File: src/rtl/taint_pkg.sv
package taint_pkg;
  localparam int STW  = 16;
  localparam int CFGW = $clog2(STW);

  typedef enum logic [1:0] {
    FC_SLOW  = 2'b00,
    FC_ZOPT  = 2'b01,
    FC_UNARY = 2'b10,
    FC_CLEAR = 2'b11
  } fcode_e;

  function automatic logic [STW-1:0] width_mask(input logic [CFGW-1:0] w);
    return {STW{1'b1}} >> (STW - 1 - int'(w));
  endfunction
endpackage

File: src/rtl/taint_regfile.sv
module taint_regfile
  import taint_pkg::*;
#(
  parameter int NREG = 32,
  parameter int RIW  = $clog2(NREG)
) (
  input  logic           clk_i,
  input  logic           rst_ni,
  input  logic [RIW-1:0] ra1_i,
  input  logic [RIW-1:0] ra2_i,
  output logic [STW-1:0] rd1_o,
  output logic [STW-1:0] rd2_o,
  input  logic           we_i,
  input  logic [RIW-1:0] wa_i,
  input  logic [STW-1:0] wd_i
);
  logic [STW-1:0] q [NREG];

  // entry 0 is never written
  always_ff @(posedge clk_i or negedge rst_ni) begin
    if (!rst_ni) begin
      for (int i = 0; i < NREG; i++) q[i] <= '0;
    end else if (we_i && wa_i != '0) begin
      q[wa_i] <= wd_i;
    end
  end

  assign rd1_o = q[ra1_i];
  assign rd2_o = q[ra2_i];
endmodule

File: src/rtl/taint_resolve.sv
module taint_resolve
  import taint_pkg::*;
(
  input  fcode_e         code_i,
  input  logic [STW-1:0] a_i,
  input  logic [STW-1:0] b_i,
  input  logic [STW-1:0] m_i,
  input  logic [STW-1:0] mask_i,
  input  logic [STW-1:0] cache_state_i,
  input  logic           cache_exc_i,
  output logic           need_cache_o,
  output logic [STW-1:0] state_o,
  output logic           exc_o
);
  logic [1:0]     nz;
  logic [STW-1:0] fast;

  always_comb begin
    nz = {1'b0, |a_i} + {1'b0, |b_i} + {1'b0, |m_i};
    need_cache_o = 1'b0;
    fast = '0;
    case (code_i)
      FC_CLEAR: fast = '0;
      FC_ZOPT:  need_cache_o = (nz != 2'd0);
      FC_UNARY: begin
        need_cache_o = (nz > 2'd1);
        fast = a_i | b_i | m_i;
      end
      default:  need_cache_o = 1'b1;
    endcase
    state_o = need_cache_o ? (cache_state_i & mask_i) : fast;
    exc_o   = need_cache_o & cache_exc_i;
  end
endmodule

File: src/rtl/taint_pipe.sv
module taint_pipe
  import taint_pkg::*;
#(
  parameter int NREG = 32,
  parameter int AW   = 16,
  parameter int TAGW = 8,
  parameter int OPCW = 8,
  parameter int RIW  = $clog2(NREG)
) (
  input  logic            clk_i,
  input  logic            rst_ni,
  input  logic            en_i,
  input  logic [CFGW-1:0] width_cfg_i,
  input  logic            in_valid_i,
  output logic            in_ready_o,
  input  logic [OPCW-1:0] in_opc_i,
  input  logic [RIW-1:0]  in_rd_i,
  input  logic [RIW-1:0]  in_rs1_i,
  input  logic [RIW-1:0]  in_rs2_i,
  input  logic            in_load_i,
  input  logic            in_store_i,
  input  logic [AW-1:0]   in_addr_i,
  input  logic [TAGW-1:0] in_tag_i,
  output logic [OPCW-1:0] filt_opc_o,
  input  logic [1:0]      filt_code_i,
  output logic            mt_rd_en_o,
  output logic [AW-1:0]   mt_rd_addr_o,
  input  logic [STW-1:0]  mt_rd_data_i,
  output logic            mt_we_o,
  output logic [AW-1:0]   mt_wr_addr_o,
  output logic [STW-1:0]  mt_wr_data_o,
  input  logic            mt_ready_i,
  output logic            tpc_req_o,
  output logic [OPCW-1:0] tpc_opc_o,
  output logic [STW-1:0]  tpc_s1_o,
  output logic [STW-1:0]  tpc_s2_o,
  output logic [STW-1:0]  tpc_sm_o,
  input  logic [STW-1:0]  tpc_state_i,
  input  logic            tpc_exc_i,
  output logic            done_valid_o,
  output logic [TAGW-1:0] done_tag_o,
  output logic [STW-1:0]  done_state_o,
  output logic            done_exc_o
);
  logic [STW-1:0] mask;
  logic stall, hold4, haz, accept, commit;

  // stage 1
  logic s1_v, s1_ld, s1_st;
  logic [OPCW-1:0] s1_opc;
  logic [RIW-1:0] s1_rd, s1_rs1, s1_rs2;
  logic [AW-1:0] s1_addr;
  logic [TAGW-1:0] s1_tag;
  // stage 2
  logic s2_v, s2_ld, s2_st;
  logic [OPCW-1:0] s2_opc;
  logic [RIW-1:0] s2_rd, s2_rs1, s2_rs2;
  logic [AW-1:0] s2_addr;
  logic [TAGW-1:0] s2_tag;
  fcode_e s2_fc;
  // stage 3
  logic s3_v, s3_st;
  logic [OPCW-1:0] s3_opc;
  logic [RIW-1:0] s3_rd, s3_rs1, s3_rs2;
  logic [AW-1:0] s3_addr;
  logic [TAGW-1:0] s3_tag;
  fcode_e s3_fc;
  logic [STW-1:0] s3_mt;
  // stage 4
  logic s4_v, s4_wr, s4_st, s4_exc;
  logic [RIW-1:0] s4_rd;
  logic [AW-1:0] s4_addr;
  logic [TAGW-1:0] s4_tag;
  logic [STW-1:0] s4_state;

  logic [STW-1:0] rf1, rf2, src1, src2, res_state;
  logic fwd1, fwd2, need_cache, res_exc;

  assign mask   = width_mask(width_cfg_i);
  assign hold4  = s4_v & s4_st & ~mt_ready_i;
  assign stall  = hold4 | haz;
  assign accept = en_i & in_valid_i & ~stall;
  assign commit = s4_v & ~hold4;
  assign in_ready_o = ~en_i | ~stall;

  always_ff @(posedge clk_i or negedge rst_ni) begin
    if (!rst_ni) begin
      s1_v <= 1'b0; s1_ld <= 1'b0; s1_st <= 1'b0; s1_opc <= '0;
      s1_rd <= '0; s1_rs1 <= '0; s1_rs2 <= '0; s1_addr <= '0; s1_tag <= '0;
      s2_v <= 1'b0; s2_ld <= 1'b0; s2_st <= 1'b0; s2_opc <= '0;
      s2_rd <= '0; s2_rs1 <= '0; s2_rs2 <= '0; s2_addr <= '0; s2_tag <= '0;
      s2_fc <= FC_SLOW;
      s3_v <= 1'b0; s3_st <= 1'b0; s3_opc <= '0; s3_rd <= '0;
      s3_rs1 <= '0; s3_rs2 <= '0; s3_addr <= '0; s3_tag <= '0;
      s3_fc <= FC_SLOW; s3_mt <= '0;
    end else if (!stall) begin
      s1_v <= accept; s1_ld <= in_load_i; s1_st <= in_store_i; s1_opc <= in_opc_i;
      s1_rd <= in_rd_i; s1_rs1 <= in_rs1_i; s1_rs2 <= in_rs2_i;
      s1_addr <= in_addr_i; s1_tag <= in_tag_i;
      s2_v <= s1_v; s2_ld <= s1_ld; s2_st <= s1_st; s2_opc <= s1_opc;
      s2_rd <= s1_rd; s2_rs1 <= s1_rs1; s2_rs2 <= s1_rs2;
      s2_addr <= s1_addr; s2_tag <= s1_tag;
      s2_fc <= fcode_e'(filt_code_i);
      s3_v <= s2_v; s3_st <= s2_st; s3_opc <= s2_opc; s3_rd <= s2_rd;
      s3_rs1 <= s2_rs1; s3_rs2 <= s2_rs2; s3_addr <= s2_addr; s3_tag <= s2_tag;
      s3_fc <= s2_fc;
      s3_mt <= s2_ld ? (mt_rd_data_i & mask) : '0;
    end
  end

  assign filt_opc_o   = s1_opc;
  assign mt_rd_en_o   = s2_v & s2_ld;
  assign mt_rd_addr_o = s2_addr;

  taint_regfile #(.NREG(NREG), .RIW(RIW)) u_rf (
    .clk_i (clk_i),
    .rst_ni(rst_ni),
    .ra1_i (s3_rs1),
    .ra2_i (s3_rs2),
    .rd1_o (rf1),
    .rd2_o (rf2),
    .we_i  (commit & s4_wr),
    .wa_i  (s4_rd),
    .wd_i  (s4_state)
  );

  // forward from stage 4 (s4_wr already excludes register 0)
  assign fwd1 = s4_v & s4_wr & (s4_rd == s3_rs1);
  assign fwd2 = s4_v & s4_wr & (s4_rd == s3_rs2);
  assign src1 = (fwd1 ? s4_state : rf1) & mask;
  assign src2 = (fwd2 ? s4_state : rf2) & mask;

  taint_resolve u_res (
    .code_i       (s3_fc),
    .a_i          (src1),
    .b_i          (src2),
    .m_i          (s3_mt),
    .mask_i       (mask),
    .cache_state_i(tpc_state_i),
    .cache_exc_i  (tpc_exc_i),
    .need_cache_o (need_cache),
    .state_o      (res_state),
    .exc_o        (res_exc)
  );

  // cache path may not use a forwarded operand
  assign haz = s3_v & need_cache & (fwd1 | fwd2);

  assign tpc_req_o = s3_v & need_cache & ~stall;
  assign tpc_opc_o = s3_opc;
  assign tpc_s1_o  = src1;
  assign tpc_s2_o  = src2;
  assign tpc_sm_o  = s3_mt;

  always_ff @(posedge clk_i or negedge rst_ni) begin
    if (!rst_ni) begin
      s4_v <= 1'b0; s4_wr <= 1'b0; s4_st <= 1'b0; s4_exc <= 1'b0;
      s4_rd <= '0; s4_addr <= '0; s4_tag <= '0; s4_state <= '0;
    end else if (!hold4) begin
      s4_v     <= s3_v & ~haz;
      s4_wr    <= ~s3_st & (s3_rd != '0);
      s4_st    <= s3_st;
      s4_exc   <= res_exc;
      s4_rd    <= s3_rd;
      s4_addr  <= s3_addr;
      s4_tag   <= s3_tag;
      s4_state <= res_state;
    end
  end

  assign mt_we_o      = s4_v & s4_st;
  assign mt_wr_addr_o = s4_addr;
  assign mt_wr_data_o = s4_state;

  assign done_valid_o = commit | (~en_i & in_valid_i);
  assign done_tag_o   = commit ? s4_tag : in_tag_i;
  assign done_state_o = commit ? s4_state : '0;
  assign done_exc_o   = commit & s4_exc;
endmodule

File: config.mk
export PLATFORM = sky130hd
export DESIGN_NAME = taint_pipe
export DESIGN_NICKNAME = d
export VERILOG_FILES = /design/src/rtl/taint_pkg.sv /design/src/rtl/taint_regfile.sv /design/src/rtl/taint_resolve.sv /design/src/rtl/taint_pipe.sv
export SDC_FILE = /design/constraint.sdc
export NUM_CORES = 1
export LEC_CHECK = 0
export BUFFER_PORTS_ARGS = -buffer_cell sky130_fd_sc_hd__buf_2
export CORE_AREA = 5 5 252 279
export DETAILED_ROUTE_END_ITERATION = 7
export DIE_AREA = 0 0 257 284
export GPL_TIMING_DRIVEN = 1
export PLACE_DENSITY = 0.81
export SLEW_MARGIN = 20
export SYNTH_ARGS = -nofsm -noshare
export SYNTH_HDL_FRONTEND = slang
export SYNTH_SLANG_ARGS = --single-unit
File: constraint.sdc
create_clock -name clk_i -period 6.6 [get_ports clk_i]
set_input_delay 0.66 -clock clk_i [delete_from_list [all_inputs] [get_ports clk_i]]
set_output_delay 0.66 -clock clk_i [all_outputs]
set_load 0.005 [all_outputs]
==> Word level (Yosys, flattened, before mapping) <==
Index checks and enable logic that the tools add are counted.
Widths: inputs -> output; s select.
{ "word_totals": {"ff_bits": 730, "input_bits": 93, "out_inout_bits": 142, "word_cells": 145} }
{ "op_classes": {"addsub": 3, "order_cmp": 5, "n_eq_ne": 5, "n_shift": 1, "n_mux": 17, "n_bitwise": 37, "reduce_logical": 8} }
{ "op_table": {"columns": ["operator", "count"], "rows": [
  ["$bwmux 512", 1],
  ["$mux 16", 11],
  ["$bmux 16 s5", 2],
  ["$demux 16 s5", 1],
  ["$and 16x16->16", 4],
  ["$reduce_or 16->1", 3],
  ["$or 16x16->16", 2],
  ["$shr 16x32->16 const A", 1],
  ["$and 1x1->1", 18],
  ["$ge 6x6->1 const B", 3],
  ["$not 5->6", 3],
  ["$eq 5x5->1", 2],
  ["$reduce_bool 5->1", 2],
  ["$mux 8", 1],
  ["$lt 6x1->1 const B", 1],
  ["$not 1->1", 6],
  ["$sub 4x4->5 const A", 1],
  ["$eq 2x2->1 const B", 2],
  ["$or 1x1->1", 4],
  ["$pmux 1 s3", 1],
  ["$add 1x1->2", 1],
  ["$add 2x1->2", 1],
  ["$eq 2x1->1 const B", 1],
  ["$gt 2x1->1 const B", 1],
  ["other kinds (2)", 3]
]} }

==> Depth between registers and ports, before layout <==
{ "depth": {"word_depth": 16, "mapped_depth": 22, "mapped_depth_nobuf": 15} }

==> Modules after synthesis <==
From an unflattened synthesis, not the netlist that was laid out.
{ "hier_totals": {"cells_unflattened": 3146, "area_unflattened_um2": 37722.4} }
{ "by_module_without_submodules": {"columns": ["module", "n_inst", "cells_per_inst", "area_per_inst_um2", "seq_area_each_um2"], "rows": [
  ["taint_regfile", 1, 2302, 27830.4, 12812.3],
  ["taint_pipe", 1, 771, 9357.7, 5455.2],
  ["taint_resolve", 1, 73, 534.3, 0.0]
]} }

==> Least setup slack after synthesis <==
Ideal clock, no wire load.
{ "synth_timing": {"kind": "reg-to-output", "start": "reg s3_rs2[0]", "end": "out in_ready_o", "arrival_time_ns": 4.275, "t_required_ns": 5.940, "setup_slack_ns": 1.665, "path_stages_with_launch": 18, "n_path_buf": 5, "path_cell_list": "dfrtp_1 -> buf_6 -> buf_6 -> buf_2 -> mux4_2 -> o22ai_1 -> a21oi_1 -> a32o_1 -> nor4b_1 -> nand4_1 -> fa_1 -> nor2_1 -> a22oi_1 -> nand2_1 -> o21ai_2 -> buf_2 -> buf_2 -> nand2_1"} }
{ "synth_between": {"elab_chain_cells": 16, "word_cells_on_any_way": 20, "classes_between": "add/sub (2); order compare (1); eq/ne (1); mux (5); bitwise (9); reduce/logical (2)"} }
{ "synth_rtl": {"columns": ["element", "line", "text"], "rows": [
  ["start: declaration", "taint_pipe.sv:64", "logic [RIW-1:0] s3_rd, s3_rs1, s3_rs2;"],
  ["start signal: assignment", "taint_pipe.sv:105", "s3_rs1 <= s2_rs1; s3_rs2 <= s2_rs2; s3_addr <= s2_addr; s3_tag <= s2_tag;"],
  ["$not 5->6 (not written as such)", "taint_regfile.sv:29", "assign rd2_o = q[ra2_i];"],
  ["$bmux 16 s5", "taint_regfile.sv:29", null],
  ["$mux 16 (not written as such) (2 in series)", "taint_regfile.sv:29", null],
  ["$mux 16 (*)", "taint_pipe.sv:131", "assign src2 = (fwd2 ? s4_state : rf2) & mask;"],
  ["$and 16x16->16 (*)", "taint_pipe.sv:131", null],
  ["named net tpc_s2_o[4]", "taint_pipe.sv:36", "output logic [STW-1:0] tpc_s2_o,"],
  ["$reduce_or 16->1 (*)", "taint_resolve.sv:19", "nz = {1'b0, |a_i} + {1'b0, |b_i} + {1'b0, |m_i};"],
  ["$add 1x1->2 (*)", "taint_resolve.sv:19", null],
  ["$add 2x1->2 (*)", "taint_resolve.sv:19", null],
  ["$gt 2x1->1 / $reduce_bool 2->1 (equally long branches)", "taint_resolve.sv:26, taint_resolve.sv:24", null],
  ["$pmux 1 s3 (*)", "taint_resolve.sv:22", "case (code_i)"],
  ["$and 1x1->1 (*) (2 in series)", "taint_pipe.sv:147", "assign haz = s3_v & need_cache & (fwd1 | fwd2);"],
  ["$or 1x1->1 (*)", "taint_pipe.sv:81", "assign stall = hold4 | haz;"],
  ["$not 1->1 (*)", "taint_pipe.sv:84", "assign in_ready_o = ~en_i | ~stall;"],
  ["$or 1x1->1 (*)", "taint_pipe.sv:84", null],
  ["end: declaration", "taint_pipe.sv:15", "output logic in_ready_o,"]
]} }
Mark *: on every way through the listed nets, which the timed path passes. The rest lies on a longest branch. The select of a mux whose other input is x is not followed.

==> Final worst setup path <==
{ "layout_timing": {"start": "reg s3_rs1[0]", "end": "out in_ready_o"} }
{ "layout_between": {"elab_chain_cells": 16, "word_cells_on_any_way": 20, "classes_between": "add/sub (2); order compare (1); eq/ne (1); mux (5); bitwise (9); reduce/logical (2)"} }
{ "layout_rtl": {"columns": ["element", "line", "text"], "rows": [
  ["start: declaration", "taint_pipe.sv:64", null],
  ["start signal: assignment", "taint_pipe.sv:105", null],
  ["$not 5->6 (not written as such)", "taint_regfile.sv:28", "assign rd1_o = q[ra1_i];"],
  ["$bmux 16 s5", "taint_regfile.sv:28", null],
  ["$mux 16 (not written as such) (2 in series)", "taint_regfile.sv:28", null],
  ["$mux 16", "taint_pipe.sv:130", "assign src1 = (fwd1 ? s4_state : rf1) & mask;"],
  ["$and 16x16->16", "taint_pipe.sv:130", null],
  ["$reduce_or 16->1", "taint_resolve.sv:19", null],
  ["$add 1x1->2", "taint_resolve.sv:19", null],
  ["$add 2x1->2", "taint_resolve.sv:19", null],
  ["$gt 2x1->1 / $reduce_bool 2->1 (equally long branches)", "taint_resolve.sv:26, taint_resolve.sv:24", null],
  ["$pmux 1 s3", "taint_resolve.sv:22", null],
  ["$and 1x1->1", "taint_pipe.sv:147", null],
  ["$and 1x1->1 (*)", "taint_pipe.sv:147", null],
  ["$or 1x1->1 (*)", "taint_pipe.sv:81", null],
  ["$not 1->1 (*)", "taint_pipe.sv:84", null],
  ["$or 1x1->1 (*)", "taint_pipe.sv:84", null]
]} }
Every way passes the cells marked *; elsewhere a longest branch is shown, timed or not. The select of a mux whose other input is x is not followed.

==> key figures <==
Layout
  • Share of post-route cells with drive strength above 1: 0.4657
  • Final #Nets: 2992
  • Syn-to-layout area delta: 13.00%
  • Final non-filler cell total: 3828

Logic synthesis
  • Yosys top cell by area: dfrtp_1
  • Post-synth EDFFs: 0
  • Netlist Area Pre-Place: 37130 µm²
  • Syn nets: 2808
  • Syn Area/Cell: 13.68 µm²
  • Top cell type's share of synthesized area: 0.4919
  • Synth top area cells: dfrtp_1 (49%), mux2_2 (20%), mux4_2 (12%)
  • Cells after Synth: 2714
  • YS warnings: 0
  • Register bit total from synthesis: 730
  • Yosys cell types: 82
  • Sequential share of the synthesized area: 0.4919
  • Most common cell in the netlist: dfrtp_1
  • Ys flop type: dfrtp_1
  • Top post-synthesis cells by count: dfrtp_1 (730), mux2_2 (646), nand2_1 (212)
  • Async SR Flop Fraction: 1.000

Critical path
  • Crit start category: register
  • Maximum fanout along the worst path: 32
  • Crit. End Element: primary output
  • Worst EP required: 5.94 ns
  • Crit Path Class: reg2out
  • Worst path arrival time: 5.86 ns

GRT
  • Total grt overflow: 0
  • GRT Total Usage: 0.3410
  • Initial antenna violation count: 5
  • Pin count of the biggest net entering global routing: 193
  • Vias in the first global route: 28150
  • First-pass GRT wire length: 187300 µm

Placement
  • # port buffers: 234
  • Placed instance count: 3681
  • Placer congestion estimate: 1.065
  • Dpl hpwl: 82050 µm

Routing
  • Vias per cell: 7.152
  • Remaining DRCs: 0
  • Drt pass-1 iters: 7
  • Post-DRT Antenna Nets: 0
  • Wire per inst: 33.45 µm
  • Via count: 27379
  • WL final: 128100 µm
  • DR iter-0 viols: 3742

Die
  • Starting Density: 0.5537
  • Die ar.: 72990 µm²
  • Core area: 67060 µm²
  • Core Rows: 100
  • Die height: 284 µm
  • Io pins: 235
  • Die width: 257 µm

STA
  • Final Hold Vio Count: 0
  • Worst Max-Slew Pin Slew: 1.144 ns
  • Endpoints failing setup: 0
  • Max Slew Vio Count: 0
  • Final min period: 6.516 ns
  • Peak Freq: 153.5 MHz
  • RSZ-0062 raised after global routing: no
  • Slew margin rel.: 0.2355
  • Setup TNS: 0 ns
  • Share of the clock period used by the worst path: 0.9873
  • Fin Clk Skew: 0.04716 ns

Clock network
  • Root Driver: clkbuf_16
  • # hold bufs at CTS: 0
  • Clk sinks: 730
  • TritonCTS clock tree: built
  • Clock Path Buffers: 3
  • H-tree Lvls: 3
  • Clock Latency Late Sink: 0.66 ns
  • CTS Buf Count: 77
  • Clk pin slew, worst setup/hold paths: 0.06 ns

Pwr
  • Lkg Pwr: 19.39 nW
  • Worst IR Drop VDD: 354.2 µV
  • PD cells: 435.6 nW/µm²

Status
  • Outcome: complete, no violations

Min path
  • Worst hold path type: in2async

Run
  • Maxcap violations: 0
## path summary, 6_finish.rpt
check / start / end / slack [ns] / depth (start not counted)
max: s3_rs1[0] / in_ready_o / 0.08 / 15
min: rst_ni / u_rf.q[0] / 0.08 / 1
max reg2reg: s3_rs1[0] / tpc_sm_o[9] / 0.62 / 17
min reg2reg: u_rf.q[506] / u_rf.q[506] / 0.40 / 0
max in group asynchronous: rst_ni / mt_wr_data_o[9] / 4.86 / 3
min in group clk_i: tpc_exc_i / s4_exc / 0.24 / 3
## cell usage in the layout (no fill, tap or decap), drive strengths merged, types with 33 or more instances in the layout
cell,Yosys,final
a22oi,33,33
buf,124,351
clkbuf,122,113
dfrtp,730,730
mux2,647,647
mux2i,94,94
mux4,218,218
nand2,212,212
nand3,51,51
nor2,61,61
o21ai,55,55
o22ai,35,35
## repair_timing
action                                 in CTS  in global routing
gates resized for setup                     0                  0
buffers inserted                            0                  4
endpoints found under the hold margin       0                  0
setup endpoints to repair                   0                  2
## stage by stage
step	hold slack, ns	cell area (µm²)	utilization	power [W]	worst slack (ns)
6_report	0.07714	41960	0.6257	0.01828	0.08396
5_1_grt	0.1596	41940	0.6254	0.01883	0.08822
4_1_cts	0.1143	41830	0.6237	0.01791	0.1611
3_5_place_dp	0.3875	39260	0.5854	0.01344	0.7710
3_3_place_gp	0.3761	39260	0.5854	0.01317	0.7589
2_1_floorplan	0.3644	37130	-	0.01084	1.665
## sequential cells by signal (all words and copies together), names as in the netlist, 16 cells and up
signal        flops
mt_rd_addr_o     16
mt_wr_addr_o     16
mt_wr_data_o     16
s1_addr          16
s3_addr          16
tpc_sm_o         16
u_rf.q          512
## worst max-delay path: stages, from the launching register on
cell	delay, ns
dfrtp_4	0.80
buf_12	0.35
mux4_2	0.57
o22ai_1	0.18
nor2_1	0.09
o211ai_1	0.25
a21boi_0	0.32
nor4_1	0.64
nand4_1	0.24
fa_1	0.73
nor2_1	0.11
a22oi_2	0.21
nand2_1	0.17
o21ai_4	0.27
nand2_1	0.11
buf_2	0.14
## routing by layer
metal,wire length (µm),GRT usage,vias to the layer above,share of wire
met5,0,0,-,0
met4,9963,0.1957,0,0.078
met3,17740,0.1363,648,0.14
met2,55350,0.4988,2172,0.43
met1,45000,0.4336,13994,0.35
li1,-,-,10565,-
## logic make-up (layout without fill, tap and decap cells)
| family | Yosys count | after routing | synth area share |
|---|---|---|---|
| DFF | 730 | 730 | 0.4919 |
| xor gates and xnor gates | 10 | 10 | 0.002359 |
| and+or+nand+nor | 496 | 496 | 0.06503 |
| muxes | 959 | 959 | 0.3549 |
| AOI/OAI and AO/OA | 253 | 253 | 0.04660 |
| other | 0 | 6 | 0 |
| adders and majority gates | 1 | 1 | 0.0005391 |
| buffers and inverters | 265 | 506 | 0.03861 |
## final cells by class
type                       instances  area, µm²
clock buffer                     113       2182
timing repair buffer             351       2346
antenna                            6      15.01
sequential                       730      18290
tap                              867       1085
clock inverter                    23      385.4
fill                            4806      25110
inverter                          19      71.32
multi-input combinational       1719      17590
## power breakdown
group / internal, W / switching [W]
sequential: 0.00564 / 0.00124
clock: 0.00256 / 0.00190
combinational: 0.00311 / 0.00382
Note: power is estimated with default switching activity, not from simulation.
